File: config.mk
export PLATFORM = sky130hd
export DESIGN_NAME = span_timer
export DESIGN_NICKNAME = d
export VERILOG_FILES = /design/src/rtl/span_timer_pkg.sv /design/src/rtl/span_timer_tick.sv /design/src/rtl/span_timer_count.sv /design/src/rtl/span_timer_evt.sv /design/src/rtl/span_timer.sv
export SDC_FILE = /design/constraint.sdc
export NUM_CORES = 1
export LEC_CHECK = 0
export BUFFER_PORTS_ARGS = -buffer_cell sky130_fd_sc_hd__buf_2
export CAP_MARGIN = 10
export CELL_PAD_IN_SITES_DETAIL_PLACEMENT = 2
export CELL_PAD_IN_SITES_GLOBAL_PLACEMENT = 2
export CORE_MARGIN = 10
export CORE_UTILIZATION = 35
export DETAILED_ROUTE_END_ITERATION = 10
export PLACE_DENSITY_LB_ADDON = 0.1
export SETUP_SLACK_MARGIN = 0.2
export SLEW_MARGIN = 15
export SYNTH_ARGS = -nofsm -noshare
export SYNTH_HDL_FRONTEND = slang
export SYNTH_SLANG_ARGS = --single-unit
export TNS_END_PERCENT = 20
File: constraint.sdc
create_clock -name clk_i -period 2.8 [get_ports clk_i]
set_input_delay 0.56 -clock clk_i [delete_from_list [all_inputs] [get_ports clk_i]]
set_output_delay 0.56 -clock clk_i [all_outputs]
set_load 0.01 [all_outputs]
File: src/rtl/span_timer_pkg.sv
package span_timer_pkg;

  localparam int SEL_W = 3;
  localparam logic [SEL_W-1:0] SEL_CTRL  = 3'd0;
  localparam logic [SEL_W-1:0] SEL_PRESC = 3'd1;
  localparam logic [SEL_W-1:0] SEL_START = 3'd2;
  localparam logic [SEL_W-1:0] SEL_END   = 3'd3;
  localparam logic [SEL_W-1:0] SEL_COUNT = 3'd4;
  localparam logic [SEL_W-1:0] SEL_FLAGS = 3'd5;

  typedef enum logic [1:0] {
    SRC_CORE = 2'd0,
    SRC_RISE = 2'd1,
    SRC_FALL = 2'd2,
    SRC_BOTH = 2'd3
  } clk_src_e;

  typedef struct packed {
    logic     upd_ie;    // [8]
    logic     ovf_ie;    // [7]
    clk_src_e clk_src;   // [6:5]
    logic     buf_en;    // [4]
    logic     ovf_only;  // [3]
    logic     upd_off;   // [2]
    logic     one_shot;  // [1]
    logic     run;       // [0]
  } ctrl_t;

  localparam int CTRL_W = $bits(ctrl_t);

endpackage

File: src/rtl/span_timer_tick.sv
module span_timer_tick
  import span_timer_pkg::*;
#(
  parameter int PSC_W       = 16,
  parameter int SYNC_STAGES = 2
) (
  input  logic             clk_i,
  input  logic             rst_ni,
  input  logic             ext_clk_i,
  input  clk_src_e         src_i,
  input  logic             run_i,
  input  logic             phase_clr_i,
  input  logic [PSC_W-1:0] psc_i,
  output logic             tick_o
);

  logic [SYNC_STAGES-1:0] sync_q;
  logic                   prev_q;
  logic                   ext_s;

  generate
    if (SYNC_STAGES > 1) begin : g_chain
      always_ff @(posedge clk_i or negedge rst_ni) begin
        if (!rst_ni) sync_q <= '0;
        else         sync_q <= {sync_q[SYNC_STAGES-2:0], ext_clk_i};
      end
    end else begin : g_single
      always_ff @(posedge clk_i or negedge rst_ni) begin
        if (!rst_ni) sync_q <= '0;
        else         sync_q <= ext_clk_i;
      end
    end
  endgenerate

  assign ext_s = sync_q[SYNC_STAGES-1];

  always_ff @(posedge clk_i or negedge rst_ni) begin
    if (!rst_ni) prev_q <= 1'b0;
    else         prev_q <= ext_s;
  end

  logic src_tick;
  always_comb begin
    unique case (src_i)
      SRC_CORE: src_tick = 1'b1;
      SRC_RISE: src_tick = ext_s & ~prev_q;
      SRC_FALL: src_tick = ~ext_s & prev_q;
      default:  src_tick = ext_s ^ prev_q;
    endcase
  end

  logic [PSC_W-1:0] phase_q;
  logic             wrap;

  assign wrap   = (phase_q >= psc_i);
  assign tick_o = run_i & src_tick & wrap & ~phase_clr_i;

  always_ff @(posedge clk_i or negedge rst_ni) begin
    if (!rst_ni)                 phase_q <= '0;
    else if (phase_clr_i)        phase_q <= '0;
    else if (run_i && src_tick)  phase_q <= wrap ? '0 : phase_q + 1'b1;
  end

endmodule

File: src/rtl/span_timer_count.sv
module span_timer_count #(
  parameter int CNT_W = 16
) (
  input  logic             clk_i,
  input  logic             rst_ni,
  input  logic             tick_i,
  input  logic             load_i,
  input  logic [CNT_W-1:0] load_val_i,
  input  logic             restart_i,
  input  logic [CNT_W-1:0] start_i,
  input  logic [CNT_W-1:0] end_i,
  output logic [CNT_W-1:0] count_o,
  output logic             ovf_ev_o
);

  logic [CNT_W-1:0] cnt_q;
  logic             at_end;

  assign at_end   = (cnt_q >= end_i);
  assign ovf_ev_o = tick_i & ~load_i & ~restart_i & at_end;
  assign count_o  = cnt_q;

  always_ff @(posedge clk_i or negedge rst_ni) begin
    if (!rst_ni)        cnt_q <= '0;
    else if (load_i)    cnt_q <= load_val_i;
    else if (restart_i) cnt_q <= start_i;
    else if (tick_i)    cnt_q <= at_end ? start_i : cnt_q + 1'b1;
  end

endmodule

File: src/rtl/span_timer_evt.sv
module span_timer_evt #(
  parameter int CNT_W = 16
) (
  input  logic             clk_i,
  input  logic             rst_ni,
  input  logic             ovf_ev_i,
  input  logic             ug_i,
  input  logic             upd_off_i,
  input  logic             ovf_only_i,
  input  logic             buf_en_i,
  input  logic             end_wr_i,
  input  logic [CNT_W-1:0] end_val_i,
  input  logic [1:0]       clr_i,
  output logic [CNT_W-1:0] end_act_o,
  output logic             update_o,
  output logic             overflow_o,
  output logic             ovf_flag_o,
  output logic             upd_flag_o
);

  logic [CNT_W-1:0] end_pre_q, end_act_q;
  logic             upd_ev;

  assign upd_ev    = ~upd_off_i & (ovf_ev_i | (ug_i & ~ovf_only_i));
  assign end_act_o = end_act_q;

  always_ff @(posedge clk_i or negedge rst_ni) begin
    if (!rst_ni) begin
      end_pre_q <= '1;
      end_act_q <= '1;
    end else begin
      if (end_wr_i) end_pre_q <= end_val_i;
      if (end_wr_i && !buf_en_i) end_act_q <= end_val_i;
      else if (upd_ev)           end_act_q <= end_pre_q;
    end
  end

  always_ff @(posedge clk_i or negedge rst_ni) begin
    if (!rst_ni) begin
      update_o   <= 1'b0;
      overflow_o <= 1'b0;
      ovf_flag_o <= 1'b0;
      upd_flag_o <= 1'b0;
    end else begin
      update_o   <= upd_ev;
      overflow_o <= ovf_ev_i;
      // set wins over a clear in the same cycle
      ovf_flag_o <= ovf_ev_i | (ovf_flag_o & ~clr_i[0]);
      upd_flag_o <= upd_ev   | (upd_flag_o & ~clr_i[1]);
    end
  end

endmodule

File: src/rtl/span_timer.sv
module span_timer
  import span_timer_pkg::*;
#(
  parameter int CNT_W       = 16,
  parameter int PSC_W       = 16,
  parameter int SYNC_STAGES = 2,
  localparam int DATA_W     = (CNT_W > PSC_W) ? CNT_W : PSC_W
) (
  input  logic              clk_i,
  input  logic              rst_ni,
  input  logic              ext_clk_i,
  input  logic              wr_en_i,
  input  logic [SEL_W-1:0]  wr_sel_i,
  input  logic [DATA_W-1:0] wr_data_i,
  input  logic              ugen_i,
  output logic [CNT_W-1:0]  count_o,
  output logic              update_o,
  output logic              overflow_o,
  output logic              ovf_flag_o,
  output logic              upd_flag_o,
  output logic              irq_o,
  output logic              run_o
);

  ctrl_t            ctrl_q;
  logic [PSC_W-1:0] psc_q;
  logic [CNT_W-1:0] start_q;
  logic [CNT_W-1:0] end_act;
  logic             wr_ctrl, wr_psc, wr_start, wr_end, wr_count, wr_flags;
  logic             clr_ovf, clr_upd;
  logic             tick, ovf_ev;

  assign wr_ctrl  = wr_en_i && (wr_sel_i == SEL_CTRL);
  assign wr_psc   = wr_en_i && (wr_sel_i == SEL_PRESC);
  assign wr_start = wr_en_i && (wr_sel_i == SEL_START);
  assign wr_end   = wr_en_i && (wr_sel_i == SEL_END);
  assign wr_count = wr_en_i && (wr_sel_i == SEL_COUNT);
  assign wr_flags = wr_en_i && (wr_sel_i == SEL_FLAGS);
  assign clr_ovf  = wr_flags & wr_data_i[0];
  assign clr_upd  = wr_flags & wr_data_i[1];

  always_ff @(posedge clk_i or negedge rst_ni) begin
    if (!rst_ni) begin
      ctrl_q  <= '0;
      psc_q   <= '0;
      start_q <= '0;
    end else begin
      if (wr_ctrl)                           ctrl_q     <= ctrl_t'(wr_data_i[CTRL_W-1:0]);
      else if (ovf_ev && ctrl_q.one_shot)    ctrl_q.run <= 1'b0;
      if (wr_psc)   psc_q   <= wr_data_i[PSC_W-1:0];
      if (wr_start) start_q <= wr_data_i[CNT_W-1:0];
    end
  end

  span_timer_tick #(
    .PSC_W       (PSC_W),
    .SYNC_STAGES (SYNC_STAGES)
  ) u_tick (
    .clk_i       (clk_i),
    .rst_ni      (rst_ni),
    .ext_clk_i   (ext_clk_i),
    .src_i       (ctrl_q.clk_src),
    .run_i       (ctrl_q.run),
    .phase_clr_i (wr_count | ugen_i),
    .psc_i       (psc_q),
    .tick_o      (tick)
  );

  span_timer_count #(
    .CNT_W (CNT_W)
  ) u_count (
    .clk_i      (clk_i),
    .rst_ni     (rst_ni),
    .tick_i     (tick),
    .load_i     (wr_count),
    .load_val_i (wr_data_i[CNT_W-1:0]),
    .restart_i  (ugen_i),
    .start_i    (start_q),
    .end_i      (end_act),
    .count_o    (count_o),
    .ovf_ev_o   (ovf_ev)
  );

  span_timer_evt #(
    .CNT_W (CNT_W)
  ) u_evt (
    .clk_i      (clk_i),
    .rst_ni     (rst_ni),
    .ovf_ev_i   (ovf_ev),
    .ug_i       (ugen_i),
    .upd_off_i  (ctrl_q.upd_off),
    .ovf_only_i (ctrl_q.ovf_only),
    .buf_en_i   (ctrl_q.buf_en),
    .end_wr_i   (wr_end),
    .end_val_i  (wr_data_i[CNT_W-1:0]),
    .clr_i      ({clr_upd, clr_ovf}),
    .end_act_o  (end_act),
    .update_o   (update_o),
    .overflow_o (overflow_o),
    .ovf_flag_o (ovf_flag_o),
    .upd_flag_o (upd_flag_o)
  );

  assign irq_o = (ovf_flag_o & ctrl_q.ovf_ie) | (upd_flag_o & ctrl_q.upd_ie);
  assign run_o = ctrl_q.run;

endmodule

==> reports/metrics.cfg <==
[clock_tree]
clk_path_buf_depth=2
worst_setup_hold_path_clk_slew_ns=0.08
cts.sink_count=112
clock_tree_root_buffer_cell=clkbuf_16
clock_tree.htree_level_count=3
cts_buffers=9
insertion_delay_ns=0.36
tritoncts=done

[drt]
drtAntennaViolNets=0
routed_wirelength_um=18500
dr.pass1.iters=4
drc_errors=0
detailroute.via_count=4855
vias_per_cell=5.47
route.detailed.wl_per_inst_um=20.9
detail_route.iter0.violations=150

[critical_path]
endpoint_kind=register
timing.critical_path.buf_inv=2
critical_path.startpoint_type=register
worst_ep_arrival_time_ns=3.03
path_class=register to register
timing.critical_path.slowest_stage_cell=dfstp_2
maximum_cell_stage_delay_along_the_critical_path_ns=0.54
crit_family=simple AND/OR/NAND/NOR gates
critical_path_stages=10
critPathMaxFanout=16
number_of_cells_on_the_worst_reg_to_reg_path=10
crit_path_cell_trace=inv_1, ha_1, nand4_1, nor4_2, o31a_1, nor3_2, or4_4, buf_12, nand4_1, o211ai_1
crit_path_frequent_cell=nand4_1
crit_required_ns=3.07

[yosys]
ys_warn_count=0
synth-async-reset-ratio_pct=100
synth.yosys.seq_area_share_pct=47.3
ys_types=48
ffs_latches_synth=112
postSynthCellCount=607
number_of_synthesized_flops_with_an_enable_pin=0
syn_area_per_cell_um2=9.90
syn_nets=667
netlist_area_um2=6010
synth_ff_type=dfrtp_1

[die]
start_util_pct=36.0
ios=46
die_h_um=151
die_width_um=151
fp.coreArea_um2=16700
die-area_um2=22800
fp-row-count=47

[place]
gp_congestion=0.777
place.detailed.instances=867
port_buffers=45
hpwlAfterDp_um=13500
pre_cts_slack_ns=0.0156

[power_and_ir_drop]
leakagePower_nw=3.03
power.ir.vdd_worst_v=0.000315
power_density_nw_per_um2=840

[sta]
clock-skew-final_ns=0.00957
max_freq_mhz=362
max_slew.worst_pin.slew_ns=0.768
fin_ws_ns=0.0403
final.period_utilization_pct=98.6
final_hold_viol_count=0
unrepaired_setup_endpoints_after_global_routing=true
timing.max_slew.rel_slack_pct=48.8
setup_violations=0
final_max_tran_viols=0
fin_crit_ns=2.76

[layout]
register_area_um2=2840
multi_input_area_um2=2980
diode_insertion_count_for_antenna_repair=0
area_growth_pct=16.4
layoutNonFillerInstCount=887
nets=722
fillCellCount=1799
final_layout_size_suffix_gt1_share_pct=28.0

[flow_run]
maxCapViolCount=0

[grt]
maximum_number_of_pins_on_one_net_before_global_route_repair=52
number_of_global_route_vias_before_repair=5536
remaining_overflow_grt=0
globalRouteTotalUtil_pct=17.2
grt_antenna_before_repair=0
grt_pass1_wl_um=30600

[min_path]
hold_class=primary input to asynchronous set/reset pin

[status]
outcome=finished clean

-- power by group --
part	internal [mW]	switching, mW
registers	2.10	0.343
logic	0.933	1.16
clock network	0.717	0.629
-- worst reg2reg max path, cell delays in order, from the launching register on --
cell and delay (ns):
dfstp_2 0.54, inv_1 0.04, ha_1 0.29, nand4_1 0.21, nor4_2 0.33, o31a_1 0.26, nor3_2 0.09, or4_4 0.50
buf_12 0.18, nand4_1 0.10, o211ai_1 0.12
-- path summary, 6_finish.rpt --
path	start	to	slack, ns
min in group clk_i	ext_clk_i	u_tick.sync_q[0]	0.31
worst max register to register	u_evt.end_act_o[14]	u_evt.end_act_o[2]	0.04
worst min-delay path	rst_ni	start_q[10]	0.24
max in group asynchronous	rst_ni	u_evt.end_pre_q[10]	1.68
worst min register to register	u_tick.sync_q[0]	u_tick.sync_q[1]	0.36
worst max-delay path	u_evt.end_act_o[14]	u_evt.end_act_o[2]	0.04
-- logic make-up (layout without fill, tap and decap cells) --
kind of cell	Yosys count	after routing	share of synthesized area (%)
adders and majority gates	36	36	7.50
muxes	43	43	8.04
and+or+nand+nor	213	215	16.5
xor gates and xnor gates	20	20	2.91
DFF	112	112	47.3
AOI/OAI and AO/OA	115	115	13.1
buffers and inverters	68	126	4.64
-- registers in the layout, indices dropped and copies added, names as in the netlist --
signal            flops
psc_q                16
u_evt.end_pre_q      16
ctrl_q                8
run_o                 1
u_evt.end_act_o      16
u_tick.prev_q         1
u_evt.update_o        1
u_evt.upd_flag_o      1
start_q              16
u_evt.ovf_flag_o      1
u_evt.overflow_o      1
u_count.count_o      16
u_tick.sync_q         2
u_tick.phase_q       16
-- final cells by class --
class                      instances  share of cell area [%]
clock buffer                      12                    3.52
timing repair buffer              69                    6.42
clock inverter                     4                   0.644
inverter                          41                    2.20
multi-input combinational        429                    42.6
sequential                       112                    40.6
tap                              220                    3.94
-- through the flow --
stage / hold slack [ns] / utilization, % / setup TNS [ns] / cell area (µm²) / total power, mW
after detailed placement: 0.341 / 39.6 / 0 / 6610 / 4.53
after floorplan: 0.264 / - / 0 / 6020 / 3.69
after CTS: 0.284 / 41.6 / 0 / 6960 / 5.95
final: 0.244 / 41.9 / 0 / 6990 / 5.88
after global placement: 0.334 / 39.6 / 0 / 6610 / 4.37
after global routing: 0.299 / 41.9 / -1.43 / 6990 / 6.35
-- layout by cell type, fill, tap and decap left out, drive strengths merged, types with 8 or more instances in the layout --
master	count
inv	41
nor3	11
dfrtp	80
a21oi	16
nand2	100
mux2	42
buf	69
nand4	26
xor2	10
o21ai	29
nor2	33
o211ai	31
dfstp	32
xnor2	10
nand3	10
a31oi	17
clkbuf	12
ha	36
nand2b	8
-- synthesized netlist by cell type, types with 2 or more instances --
library cell,count,area (µm²)
dfrtp_1,80,2000
nor2b_1,4,25.0
nand2_1,100,375
xnor2_1,10,87.6
ha_1,36,450
a21o_1,4,30.0
and3_1,5,31.3
nor4_1,3,18.8
or2_2,2,12.5
buf_6,3,33.8
nor2_1,33,124
a31oi_1,17,106
dfstp_2,32,841
a21oi_1,16,80.1
o211ai_2,8,100
inv_1,40,150
o21a_1,5,37.5
nand3_1,10,50.1
nand2b_1,8,50.1
nor3b_1,2,15.0
or3_1,5,31.3
nand4_1,26,163
xor2_1,10,87.6
o31ai_1,2,15.0
o211ai_1,23,173
clkbuf_1,23,86.3
o21ai_0,29,145
mux2_2,42,473
nor3_1,10,50.1
-- layer usage --
layer / global-route usage [%] / vias up / part of all wire [%]
met3: 2.42 / 21 / 2.6
met2: 29.7 / 52 / 51
met4: 5.49 / 0 / 1.7
met1: 21.7 / 2535 / 45
met5: 0 / - / 0
li1: - / 2247 / -
-- what timing repair did --
action / in CTS / in global routing
resized for setup: 7 / 9
setup buffers: 2 / 0
hold buffers: 0 / 0
endpoints found under the setup margin: 30 / 49
pin swaps: 6 / 3
gates cloned: 2 / 0
(Power assumes the default switching activity.)
